File: src/rtl/caltime_packer.sv
module caltime_packer #(
  parameter int YEAR_W    = 12,
  parameter int BASE_YEAR = 1970,
  parameter int SPAN      = 100
) (
  input  logic              clk,
  input  logic              rst_n,
  input  logic              set_valid,
  input  logic [YEAR_W-1:0] set_year,
  input  logic [3:0]        set_month,
  input  logic [4:0]        set_day,
  input  logic [4:0]        set_hour,
  input  logic [5:0]        set_min,
  input  logic [5:0]        set_sec,
  input  logic              rd_valid,
  input  logic [2:0]        rd_sel,
  input  logic [7:0]        rd_bcd,
  output logic              res_valid,
  output logic              res_err,
  output logic              wr_valid,
  output logic [2:0]        wr_sel,
  output logic [7:0]        wr_data,
  output logic              rbk_valid,
  output logic [2:0]        rbk_sel,
  output logic [7:0]        rbk_value
);
  localparam int LAST_YEAR = BASE_YEAR + SPAN - 1;
  localparam int CENT      = (LAST_YEAR / 100) * 100;
  localparam int WRAP      = LAST_YEAR % 100;
  localparam int NF        = 6;
  localparam logic [2:0] LAST_SEL = 3'(NF - 1);

  function automatic logic [7:0] to_bcd(input logic [6:0] v);
    logic [6:0] t;
    t = v / 7'd10;
    return {t[3:0], 4'(v - t * 7'd10)};
  endfunction

  logic       leap, yr_ok, mo_ok, dy_ok, tm_ok, all_ok, accept;
  logic [4:0] mdays;
  logic [6:0] yy;
  logic [NF-1:0][7:0] fld_q;

  assign leap = (((set_year % YEAR_W'(4)) == '0) && ((set_year % YEAR_W'(100)) != '0))
              || ((set_year % YEAR_W'(400)) == '0);

  always_comb begin
    case (set_month)
      4'd2:                    mdays = leap ? 5'd29 : 5'd28;
      4'd4, 4'd6, 4'd9, 4'd11: mdays = 5'd30;
      default:                 mdays = 5'd31;
    endcase
  end

  assign yr_ok  = (set_year >= YEAR_W'(BASE_YEAR)) && (set_year <= YEAR_W'(LAST_YEAR));
  assign mo_ok  = (set_month != 4'd0) && (set_month <= 4'd12);
  assign dy_ok  = (set_day != 5'd0) && (set_day <= mdays);
  assign tm_ok  = (set_hour < 5'd24) && (set_min < 6'd60) && (set_sec < 6'd60);
  assign all_ok = yr_ok && mo_ok && dy_ok && tm_ok;
  assign accept = set_valid && !wr_valid;
  assign yy     = (set_year >= YEAR_W'(CENT)) ? 7'(set_year - YEAR_W'(CENT))
                                              : 7'(set_year - YEAR_W'(CENT - 100));
  assign wr_data = fld_q[0];

  always_ff @(posedge clk or negedge rst_n) begin
    if (!rst_n) begin
      res_valid <= 1'b0;
      res_err   <= 1'b0;
      wr_valid  <= 1'b0;
      wr_sel    <= 3'd0;
      fld_q     <= '0;
    end else begin
      res_valid <= accept;
      if (accept) res_err <= !all_ok;
      if (accept && all_ok) begin
        wr_valid <= 1'b1;
        wr_sel   <= 3'd0;
        fld_q    <= {to_bcd({1'b0, set_sec}), to_bcd({1'b0, set_min}),
                     to_bcd({2'b0, set_hour}), to_bcd({2'b0, set_day}),
                     to_bcd({3'b0, set_month}), to_bcd(yy)};
      end else if (wr_valid) begin
        fld_q  <= {8'h00, fld_q[NF-1:1]};
        wr_sel <= (wr_sel == LAST_SEL) ? 3'd0 : wr_sel + 3'd1;
        if (wr_sel == LAST_SEL) wr_valid <= 1'b0;
      end
    end
  end

  logic [6:0] rb_bin;
  assign rb_bin = 7'(rd_bcd[7:4]) * 7'd10 + 7'(rd_bcd[3:0]);

  always_ff @(posedge clk or negedge rst_n) begin
    if (!rst_n) begin
      rbk_valid <= 1'b0;
      rbk_sel   <= 3'd0;
      rbk_value <= 8'd0;
    end else begin
      rbk_valid <= rd_valid;
      if (rd_valid) begin
        rbk_sel <= rd_sel;
        case (rd_sel)
          3'd0:    rbk_value <= (rb_bin <= 7'(WRAP)) ? {1'b0, rb_bin} + 8'd100 : {1'b0, rb_bin};
          3'd1:    rbk_value <= {1'b0, rb_bin} - 8'd1;
          default: rbk_value <= {1'b0, rb_bin};
        endcase
      end
    end
  end

  assert_stream_order_R8: assert property (@(posedge clk) disable iff (!rst_n)
    (wr_valid && wr_sel != LAST_SEL) |=> (wr_valid && wr_sel == 3'($past(wr_sel) + 3'd1)));
  assert_stream_end_R8: assert property (@(posedge clk) disable iff (!rst_n)
    (wr_valid && wr_sel == LAST_SEL) |=> !wr_valid);
  assert_pass_starts_R8: assert property (@(posedge clk) disable iff (!rst_n)
    (res_valid && !res_err) |-> (wr_valid && wr_sel == 3'd0));
  assert_fail_silent_R6: assert property (@(posedge clk) disable iff (!rst_n)
    (res_valid && res_err) |-> !wr_valid);
  assert_bcd_digits_R7: assert property (@(posedge clk) disable iff (!rst_n)
    wr_valid |-> (wr_data[7:4] <= 4'd9 && wr_data[3:0] <= 4'd9));
  assert_busy_ignored_R9: assert property (@(posedge clk) disable iff (!rst_n)
    wr_valid |=> !res_valid);
  assert_rbk_follows_R10: assert property (@(posedge clk) disable iff (!rst_n)
    rd_valid |=> rbk_valid);
  assert_rbk_idle_R10: assert property (@(posedge clk) disable iff (!rst_n)
    !rd_valid |=> !rbk_valid);
endmodule

File: config.mk
export PLATFORM = sky130hd
export DESIGN_NAME = caltime_packer
export DESIGN_NICKNAME = d
export VERILOG_FILES = /design/src/rtl/caltime_packer.sv
export SDC_FILE = /design/constraint.sdc
export NUM_CORES = 1
export LEC_CHECK = 0
export BUFFER_PORTS_ARGS = -buffer_cell sky130_fd_sc_hd__buf_4
export CORE_ASPECT_RATIO = 0.7
export CORE_MARGIN = 2
export CORE_UTILIZATION = 40
export CTS_BUF_LIST = sky130_fd_sc_hd__clkbuf_4 sky130_fd_sc_hd__clkbuf_8 sky130_fd_sc_hd__clkbuf_16
export DETAILED_ROUTE_END_ITERATION = 10
export PLACE_DENSITY_LB_ADDON = 0.05
export SLEW_MARGIN = 20
export SYNTH_ARGS = -nofsm -noshare
export SYNTH_HDL_FRONTEND = slang
export SYNTH_SLANG_ARGS = --single-unit
File: constraint.sdc
create_clock -name clk -period 2.75 [get_ports clk]
set_clock_uncertainty 0.1 [all_clocks]
set_input_delay 0.55 -clock clk [delete_from_list [all_inputs] [get_ports clk]]
set_output_delay 0.55 -clock clk [all_outputs]
set_load 0.02 [all_outputs]
==> results.sh, run 1 <==
export IMPL_status="finished, violations left"
export IMPL_failed_checks="setup timing"
export IMPL_synth_cells=643
export IMPL_vias=5782
export IMPL_synth_fp_nets=738
export IMPL_core_area_sq_um=13200
export IMPL_ioPinCount=79
export IMPL_layout_nets=979
export IMPL_grt_pass1_wl_um=28600
export IMPL_slew_violations=0
export IMPL_stdcell_count=1073
export IMPL_clock_latency_ns=0.32
export IMPL_drive_gt1_share_pct=42.0
export IMPL_place_congestion=0.927
export IMPL_die_height_um=102
export IMPL_die_x_um=143
export IMPL_max_clock_path_buffers=2
export IMPL_cp_start_kind="input port"
export IMPL_relSlewSlack_pct=49.9
export IMPL_die_area_sq_um=14600
export IMPL_drt_iter0_markers=447
export IMPL_critPathKind="in2reg"
export IMPL_rows=35
export IMPL_port_buffers=78
export IMPL_dp_slack_ns=-3.04
export IMPL_path_clk_slew_ns=0.05
export IMPL_drcViolationCount=0
export IMPL_leakage_nw=3.93
export IMPL_syn2layout_area_growth_pct=53.4
export IMPL_hpwl_um=12700
export IMPL_powerDensity_nw_per_um2=573
export IMPL_setup_viol=48
export IMPL_grt_pass1_vias=5587
export IMPL_multi_input_area_sq_um=3910
export IMPL_nFillCells=1149
export IMPL_holdBufCountCts=0
export IMPL_diodes=0
export IMPL_cts_sinks=61
export IMPL_ys_flop_type="dfrtp_1"
export IMPL_cp_max_fo=6
export IMPL_clock_root_buffer="clkbuf_16"
export IMPL_async_flop_share_pct=100
export IMPL_clock_fmax_mhz=187
export IMPL_final_antenna_net_count=0
export IMPL_fin_util_pct=63.1
export IMPL_hold_ws_ns=0.192
export IMPL_cp_data_arrival_time_ns=5.51
export IMPL_grt_usage_pct=24.8
export IMPL_route_detailed_vias_per_inst=5.39
export IMPL_ys_seq_area_share_pct=28.1
export IMPL_synth_cell_types=79
export IMPL_avgSynthCellArea_sq_um=8.45
export IMPL_start_util_pct=41.1
export IMPL_cp_required_ns=2.90
export IMPL_grt_overflow=0
export IMPL_hold_viol=0
export IMPL_worstMarginPinSlew_ns=0.751
export IMPL_finalSetupTns_ns=-118.73
export IMPL_endpoint_kind="flop"
export IMPL_maxCapViolations=0
export IMPL_cpPeakStageDelay_ns=0.36
export IMPL_synth_seq_cells=61
export IMPL_ys_warnings_count=0
export IMPL_period_share_pct=195
export IMPL_min_period_ns=5.36
export IMPL_path_common_cell="buf_4"
export IMPL_wl_um=17700
export IMPL_detail_route_wl_per_cell_um=16.5
export IMPL_place_area_sq_um=7400
export IMPL_grt_max_degree=62
export IMPL_syn_area_sq_um=5440
export IMPL_h_tree_depth=3
export IMPL_place_inst=1021
export IMPL_grt_antenna_before_repair=0
export IMPL_cpMaxStageDelayCell="maj3_2"
export IMPL_ir_drop_mv=0.365
export IMPL_regArea_sq_um=1530
export IMPL_stdcell_area_sq_um=8340
export IMPL_cts_tree="done"
export IMPL_drtPass1Iterations=4
export IMPL_rsz0062_at_grt="yes"
export IMPL_p_total_mw=4.78
export IMPL_setup_ws_ns=-2.61
export IMPL_cts_buffers=9
export IMPL_hp_class="in2async"
export IMPL_synth_edff_count=0
## flip-flops by register name (all words and copies together) (netlist names)
| register | cells |
|---|---|
| res_err | 1 |
| rbk_value | 8 |
| rbk_valid | 1 |
| fld_q | 35 |
| wr_data | 8 |
| rbk_sel | 3 |
| res_valid | 1 |
| wr_valid | 1 |
| wr_sel | 3 |
## synth_stat cells, drive strengths merged, types with 10 or more instances
cell,count,area share [%]
nor2b,11,1.3
xor2,10,1.7
a221o,21,3.9
nand3b,10,1.4
nand2b,11,1.4
o21ai,44,4.1
xnor2,25,4.4
buf,18,2.1
nor3,17,1.7
nor2,57,3.9
dfrtp,61,28
nand2,59,4.3
clkbuf,20,1.4
inv,49,3.4
a21oi,36,3.4
ha,35,8.1
nand3,16,1.5
## worst max-delay path, delay by kind of cell
| kind | cells | cell delay [ns] |
|---|---|---|
| adders and majority gates | 3 | 0.80 |
| AOI/OAI and AO/OA | 10 | 2.08 |
| buffers and inverters | 8 | 1.00 |
| xor gates and xnor gates | 2 | 0.29 |
| and+or+nand+nor | 6 | 0.77 |
## cells by family (layout without fill, tap and decap cells)
family          Yosys count  after routing  synth area share (%)
flops                    61             61                  28.1
fa+ha+maj                44             44                  11.0
xor+xnor                 36             36                  6.54
compound gates          187            187                  24.6
simple gates            212            212                  19.7
mux                      16             16                  3.15
buf+inv                  87            332                  6.88
## final timing paths
path / from / endpoint / slack [ns] / depth (start not counted)
max in group asynchronous: rst_n / fld_q[13] / 1.85 / 1
hold / removal: rst_n / rbk_valid / 0.19 / 1
setup reg to reg: wr_valid / fld_q[33] / 0.25 / 9
min in group clk: rd_valid / rbk_valid / 0.36 / 1
setup / recovery: set_year[5] / fld_q[33] / -2.61 / 29
hold reg to reg: wr_valid / res_valid / 0.37 / 1
## cells in the final DEF, fill, tap and decap left out, drive strengths merged, types with 21 or more instances in the layout
master  netlist  layout
a21oi        36      36
a221o        21      21
buf          18     267
dfrtp        61      61
ha           35      35
inv          49      49
nand2        59      59
nor2         57      57
o21ai        44      44
xnor2        25      25
## cell type report
| cell class | instances | area share (%) |
|---|---|---|
| multi-input cells | 495 | 46.8 |
| repair buffers | 268 | 26.5 |
| flip-flops and latches | 61 | 18.3 |
| clock buffers | 10 | 2.79 |
| well taps | 185 | 2.78 |
| inverters | 49 | 2.45 |
| clock inverters | 5 | 0.345 |
## per-layer routing
layer	share of wire [%]	routed length, um	GRT usage (%)
met2	41	7330	36.3
met1	51	9080	38.8
met3	6.9	1220	5.11
met5	0	0	0
met4	0.37	66	2.71
## repair_timing
action,in CTS,in global routing
resized for setup,57,28
setup buffers,29,5
pin swaps,44,28
gates cloned,6,1
endpoints found under the setup margin,48,50
## power breakdown
group | switching [mW] | internal [mW]
Sequential | 0.196 | 1.15
Combinational | 1.21 | 1.24
Clock | 0.384 | 0.608
Total | 1.79 | 2.99
Power figures use the tool's default switching activity.
==> inputs of run 2 (changes only) <==
SETUP_SLACK_MARGIN = 0.02   (was unset)
==> results.sh, run 2 (synthesis results as in run 1) <==
export IMPL_wl_um=16900
export IMPL_p_comb_share_pct=47.5
export IMPL_r2r_start="wr_valid"
export IMPL_h_tree_depth=3
export IMPL_path_common_cell="buf_4"
export IMPL_endpoint_kind="flop"
export IMPL_path_clk_slew_ns=0.05
export IMPL_cp_required_ns=2.86
export IMPL_failed_checks="setup timing"
export IMPL_hold_viol=0
export IMPL_cts_buffers=9
export IMPL_worstMarginPinSlew_ns=0.759
export IMPL_p_switching_mw=1.72
export IMPL_grt_max_degree=62
export IMPL_detail_route_wl_per_cell_um=15.5
export IMPL_drt_iter0_markers=281
export IMPL_grt_pass1_wl_um=27000
export IMPL_period_share_pct=195
export IMPL_maxCapViolations=0
export IMPL_grt_antenna_before_repair=1
export IMPL_critPathLaunch="set_year[4]"
export IMPL_reg_top3="fld_q: 35 flops, rbk_value: 8 flops, wr_data: 8 flops"
export IMPL_layout_commonest_cell="buf_4"
export IMPL_cp_data_arrival_time_ns=5.47
export IMPL_regMostFlops="fld_q"
export IMPL_setup_viol=48
export IMPL_cp_start_kind="input port"
export IMPL_hpwl_um=13000
export IMPL_place_congestion=0.885
export IMPL_core_area_sq_um=13200
export IMPL_setup_ws_ns=-2.61
export IMPL_syn2layout_area_growth_pct=53.7
export IMPL_holdBufCountCts=0
export IMPL_grt_usage_pct=23.5
export IMPL_drtPass1Iterations=5
export IMPL_status="finished, violations left"
export IMPL_rows=35
export IMPL_finalSetupTns_ns=-121.27
export IMPL_slew_violations=0
export IMPL_rsz0062_at_grt="yes"
export IMPL_layout_nets=991
export IMPL_fin_util_pct=63.2
export IMPL_hp_class="in2async"
export IMPL_vias=5694
export IMPL_layout_common_cells="buf_4, dfrtp_1, nor2_1, nand2_1, inv_1"
export IMPL_clock_fmax_mhz=187
export IMPL_final_antenna_net_count=0
export IMPL_port_buffers=78
export IMPL_cpPeakStageDelay_ns=0.36
export IMPL_start_util_pct=41.1
export IMPL_clock_root_buffer="clkbuf_16"
export IMPL_cpMaxStageDelayCell="maj3_2"
export IMPL_power_switching_share_pct=35.8
export IMPL_timing_reg2reg_setup_slack_ns=0.22
export IMPL_drcViolationCount=0
export IMPL_p_total_mw=4.81
export IMPL_relSlewSlack_pct=49.4
export IMPL_clock_latency_ns=0.33
export IMPL_powerDensity_nw_per_um2=575
export IMPL_drive_gt1_share_pct=41.7
export IMPL_hold_ws_ns=0.197
export IMPL_intPower_mw=3.08
export IMPL_diodes=0
export IMPL_route_detailed_vias_per_inst=5.24
export IMPL_critPathKind="in2reg"
export IMPL_leakage_nw=3.98
export IMPL_die_height_um=102
export IMPL_setup_worst_path_end="fld_q[9]"
export IMPL_ir_drop_mv=0.302
export IMPL_die_area_sq_um=14600
export IMPL_worstRegToRegCells=9
export IMPL_min_period_ns=5.36
export IMPL_cts_sinks=61
export IMPL_die_x_um=143
export IMPL_ioPinCount=79
export IMPL_cp_max_fo=5
export IMPL_cts_tree="done"
export IMPL_clkPwrFrac_pct=25.0
export IMPL_rr_endpoint="fld_q[9]"
export IMPL_grt_pass1_vias=5424
export IMPL_max_clock_path_buffers=2
export IMPL_seqPwrFrac_pct=27.5
export IMPL_grt_overflow=0
export IMPL_largest_reg_flops=35
run 2: cell types whose count changed in the layout (fill, tap and decap cells not counted), moves of 3 or more:
cell,before,now
buf_4,247,264
buf_6,9,5
nand2_1,55,52
nand2_4,1,4
o21ai_2,8,5
run 2: area by class of cell:
type | count | area [sq um]
Clock inverter | 6 | 87.6
Sequential cell | 61 | 1530
Inverter | 49 | 204
Tap cell | 185 | 231
Timing Repair Buffer | 280 | 2250
Multi-Input combinational cell | 495 | 3820
Clock buffer | 10 | 233
Fill cell | 1138 | 4870
run 2: per-layer routing:
layer / wire length (um) / vias to the layer above / GRT usage (%)
met2: 6890 / 126 / 34.0
met3: 926 / 11 / 4.87
met4: 103 / 2 / 4.68
met5: 11 / - / 0
met1: 8930 / 2723 / 36.2
li1: - / 2832 / -
run 2: worst max-delay path, delay by kind of cell:
kind | cells | cell delay [ns]
AO/OA/AOI/OAI | 10 | 2.26
XOR/XNOR | 2 | 0.52
multiplexers | 1 | 0.11
adder cells (fa/ha/maj) | 3 | 0.67
buffers and inverters | 8 | 0.90
AND/OR/NAND/NOR | 3 | 0.44
run 2: per-stage QoR:
step / setup WS, ns / instance area, sq um / std cells
global route: -2.86 / 8360 / 1086
CTS: -2.51 / 8170 / 1079
floorplan: -2.80 / 5680 / 643
detailed placement: -3.10 / 7620 / 1049
finish: -2.61 / 8360 / 1086
global placement: -3.05 / 7620 / 1049
run 2: worst min path at each step:
stage	startpoint	to	slack (ns)	depth (start not counted)
2_1_floorplan	rst_n	fld_q[10]	0.15	0
3_3_place_gp	wr_valid	res_valid	0.36	1
3_5_place_dp	wr_valid	res_valid	0.37	1
4_1_cts	rst_n	rbk_sel[2]	0.23	1
5_1_grt	rst_n	rbk_sel[2]	0.26	1
6_report	rst_n	rbk_sel[2]	0.20	1
run 2: power groups by stage:
stage                     Combinational (mW)  Clock [mW]  Sequential (mW)
after floorplan                         1.25           0             1.35
after global placement                  2.11           0             1.32
after detailed placement                2.13           0             1.32
after CTS                               2.18        1.22             1.31
after global routing                    2.49        1.27             1.35
final                                   2.28        1.20             1.32
run 2: what timing repair did:
action                     4_1_cts  5_1_grt
pin swaps                       18       11
buffers inserted                 9        7
resized for setup               23       36
setup endpoints to repair       48       53
cloned                           5        2
==> inputs of run 3 (changes only) <==
==> constraint.sdc (replaced) <==
create_clock -name clk -period 5.8 [get_ports clk]
set_clock_uncertainty 0.1 [all_clocks]
set_input_delay 1.16 -clock clk [delete_from_list [all_inputs] [get_ports clk]]
set_output_delay 1.16 -clock clk [all_outputs]
set_load 0.1 [all_outputs]
==> results.sh, run 3 (synthesis results as in run 1) <==
export IMPL_hpwl_um=12100
export IMPL_rows=35
export IMPL_cp_required_ns=5.90
export IMPL_die_area_sq_um=14600
export IMPL_reg_top3="fld_q: 35 flops, rbk_value: 8 flops, wr_data: 8 flops"
export IMPL_drtPass1Iterations=5
export IMPL_regMostFlops="fld_q"
export IMPL_die_height_um=102
export IMPL_relSlewSlack_pct=48.9
export IMPL_final_antenna_net_count=0
export IMPL_period_share_pct=101
export IMPL_drt_iter0_markers=340
export IMPL_status="finished, violations left"
export IMPL_setup_ws_ns=-0.0599
export IMPL_cts_tree="done"
export IMPL_nFillCells=1202
export IMPL_detail_route_wl_per_cell_um=16.2
export IMPL_hp_class="reg2reg"
export IMPL_path_clk_slew_ns=0.06
export IMPL_layout_nets=899
export IMPL_cts_buffers=9
export IMPL_grt_max_degree=62
export IMPL_port_buffers=78
export IMPL_maxCapViolations=0
export IMPL_grt_overflow=0
export IMPL_clock_fmax_mhz=171
export IMPL_endpoint_kind="flop"
export IMPL_cp_max_fo=8
export IMPL_start_util_pct=41.1
export IMPL_cp_start_kind="input port"
export IMPL_drive_gt1_share_pct=34.7
export IMPL_wl_um=16100
export IMPL_critPathKind="in2reg"
export IMPL_min_period_ns=5.86
export IMPL_clock_root_buffer="clkbuf_16"
export IMPL_setup_viol=25
export IMPL_cts_sinks=61
export IMPL_die_x_um=143
export IMPL_grt_pass1_vias=5177
export IMPL_vias=5452
export IMPL_layout_common_cells="buf_4, dfrtp_1, nand2_1, nor2_1, inv_1"
export IMPL_finalSetupTns_ns=-0.876
export IMPL_grt_antenna_before_repair=0
export IMPL_p_total_mw=2.52
export IMPL_leakage_nw=3.54
export IMPL_cp_data_arrival_time_ns=5.96
export IMPL_slew_violations=0
export IMPL_syn2layout_area_growth_pct=40.9
export IMPL_grt_pass1_wl_um=25800
export IMPL_min_from="fld_q[22]"
export IMPL_largest_reg_flops=35
export IMPL_timing_reg2reg_setup_slack_ns=3.26
export IMPL_powerDensity_nw_per_um2=329
export IMPL_core_area_sq_um=13200
export IMPL_drcViolationCount=0
export IMPL_place_congestion=0.971
export IMPL_clock_latency_ns=0.33
export IMPL_critPathLaunch="set_year[4]"
export IMPL_diodes=0
export IMPL_route_detailed_vias_per_inst=5.48
export IMPL_ir_drop_mv=0.173
export IMPL_hold_viol=0
export IMPL_layout_commonest_cell="buf_4"
export IMPL_place_area_sq_um=6870
export IMPL_h_tree_depth=3
export IMPL_max_clock_path_buffers=2
export IMPL_holdBufCountCts=0
export IMPL_rsz0062_at_grt="yes"
export IMPL_worstMarginPinSlew_ns=0.766
export IMPL_grt_usage_pct=22.3
export IMPL_ioPinCount=79
export IMPL_stdcell_area_sq_um=7660
export IMPL_failed_checks="setup timing"
export IMPL_r2r_start="wr_valid"
run 3: cell count changes in the layout (fill, tap and decap cells not counted), sizes merged:
cell,change
buf,-92
run 3: worst max-delay path, stage by stage:
cell       delay, ns
buf_8           0.09
inv_8           0.04
ha_4            0.15
nand2b_4        0.16
buf_4           0.16
xnor2_4         0.14
o31ai_2         0.10
buf_4           0.15
o22a_4          0.27
o21a_4          0.24
or2_4           0.26
maj3_2          0.34
o21bai_1        0.18
a32oi_2         0.14
o21a_1          0.15
buf_4           0.16
a211o_1         0.24
o2111ai_2       0.12
o311a_1         0.22
a31oi_2         0.08
ha_2            0.32
nand2_1         0.05
nand4_1         0.09
o211ai_1        0.10
buf_4           0.18
nor2b_4         0.16
buf_12          0.18
a221o_1         0.32
run 3: layout make-up:
class                           instances  area (sq um)  area share, %
Clock inverter                          6          87.6           1.14
Inverter                               49           196           2.56
Tap cell                              185           231           3.02
Sequential cell                        61          1530           19.9
Clock buffer                           10           233           3.04
Multi-Input combinational cell        495          3870           50.6
Timing Repair Buffer                  188          1510           19.7
run 3: metrics by stage:
stage / utilization [%] / cells / hold slack (ns) / setup WS [ns]
2_1_floorplan: - / 643 / 0.353 / -0.394
3_3_place_gp: 51.9 / 960 / 0.372 / -0.416
3_5_place_dp: 51.9 / 960 / 0.375 / -0.498
4_1_cts: 56.0 / 987 / 0.386 / -0.00161
5_1_grt: 57.9 / 994 / 0.403 / -0.307
6_report: 57.9 / 994 / 0.382 / -0.0599
run 3: routing by layer:
| layer | track usage (%) | up-vias | share of wire, % |
|---|---|---|---|
| li1 | - | 2639 | - |
| met1 | 34.1 | 2592 | 51 |
| met2 | 31.7 | 202 | 41 |
| met3 | 5.86 | 19 | 7.1 |
| met4 | 4.45 | 0 | 1.1 |
| met5 | 0 | - | 0 |
run 3: power by group:
part / total, mW / switching [mW] / internal [mW] / leakage, nW
Sequential: 0.629 / 0.0851 / 0.543 / 0.804
Combinational: 1.32 / 0.824 / 0.492 / 2.58
Clock: 0.573 / 0.192 / 0.380 / 0.160
run 3: what timing repair did:
action                     4_1_cts  5_1_grt
setup buffers                   12        6
resized for setup               26       39
setup endpoints to repair       48       48
pin swaps                       12       39
cloned                           0        1
hold endpoints to repair         0        0
run 3: path summary, 6_finish.rpt:
| path | to | depth (start not counted) |
|---|---|---|
| max | fld_q[18] | 28 |
| min | fld_q[14] | 2 |
| min reg2reg | fld_q[14] | 2 |
| max in group asynchronous | wr_data[0] | 1 |
| min in group asynchronous | rbk_value[1] | 1 |
| max reg2reg | fld_q[18] | 8 |
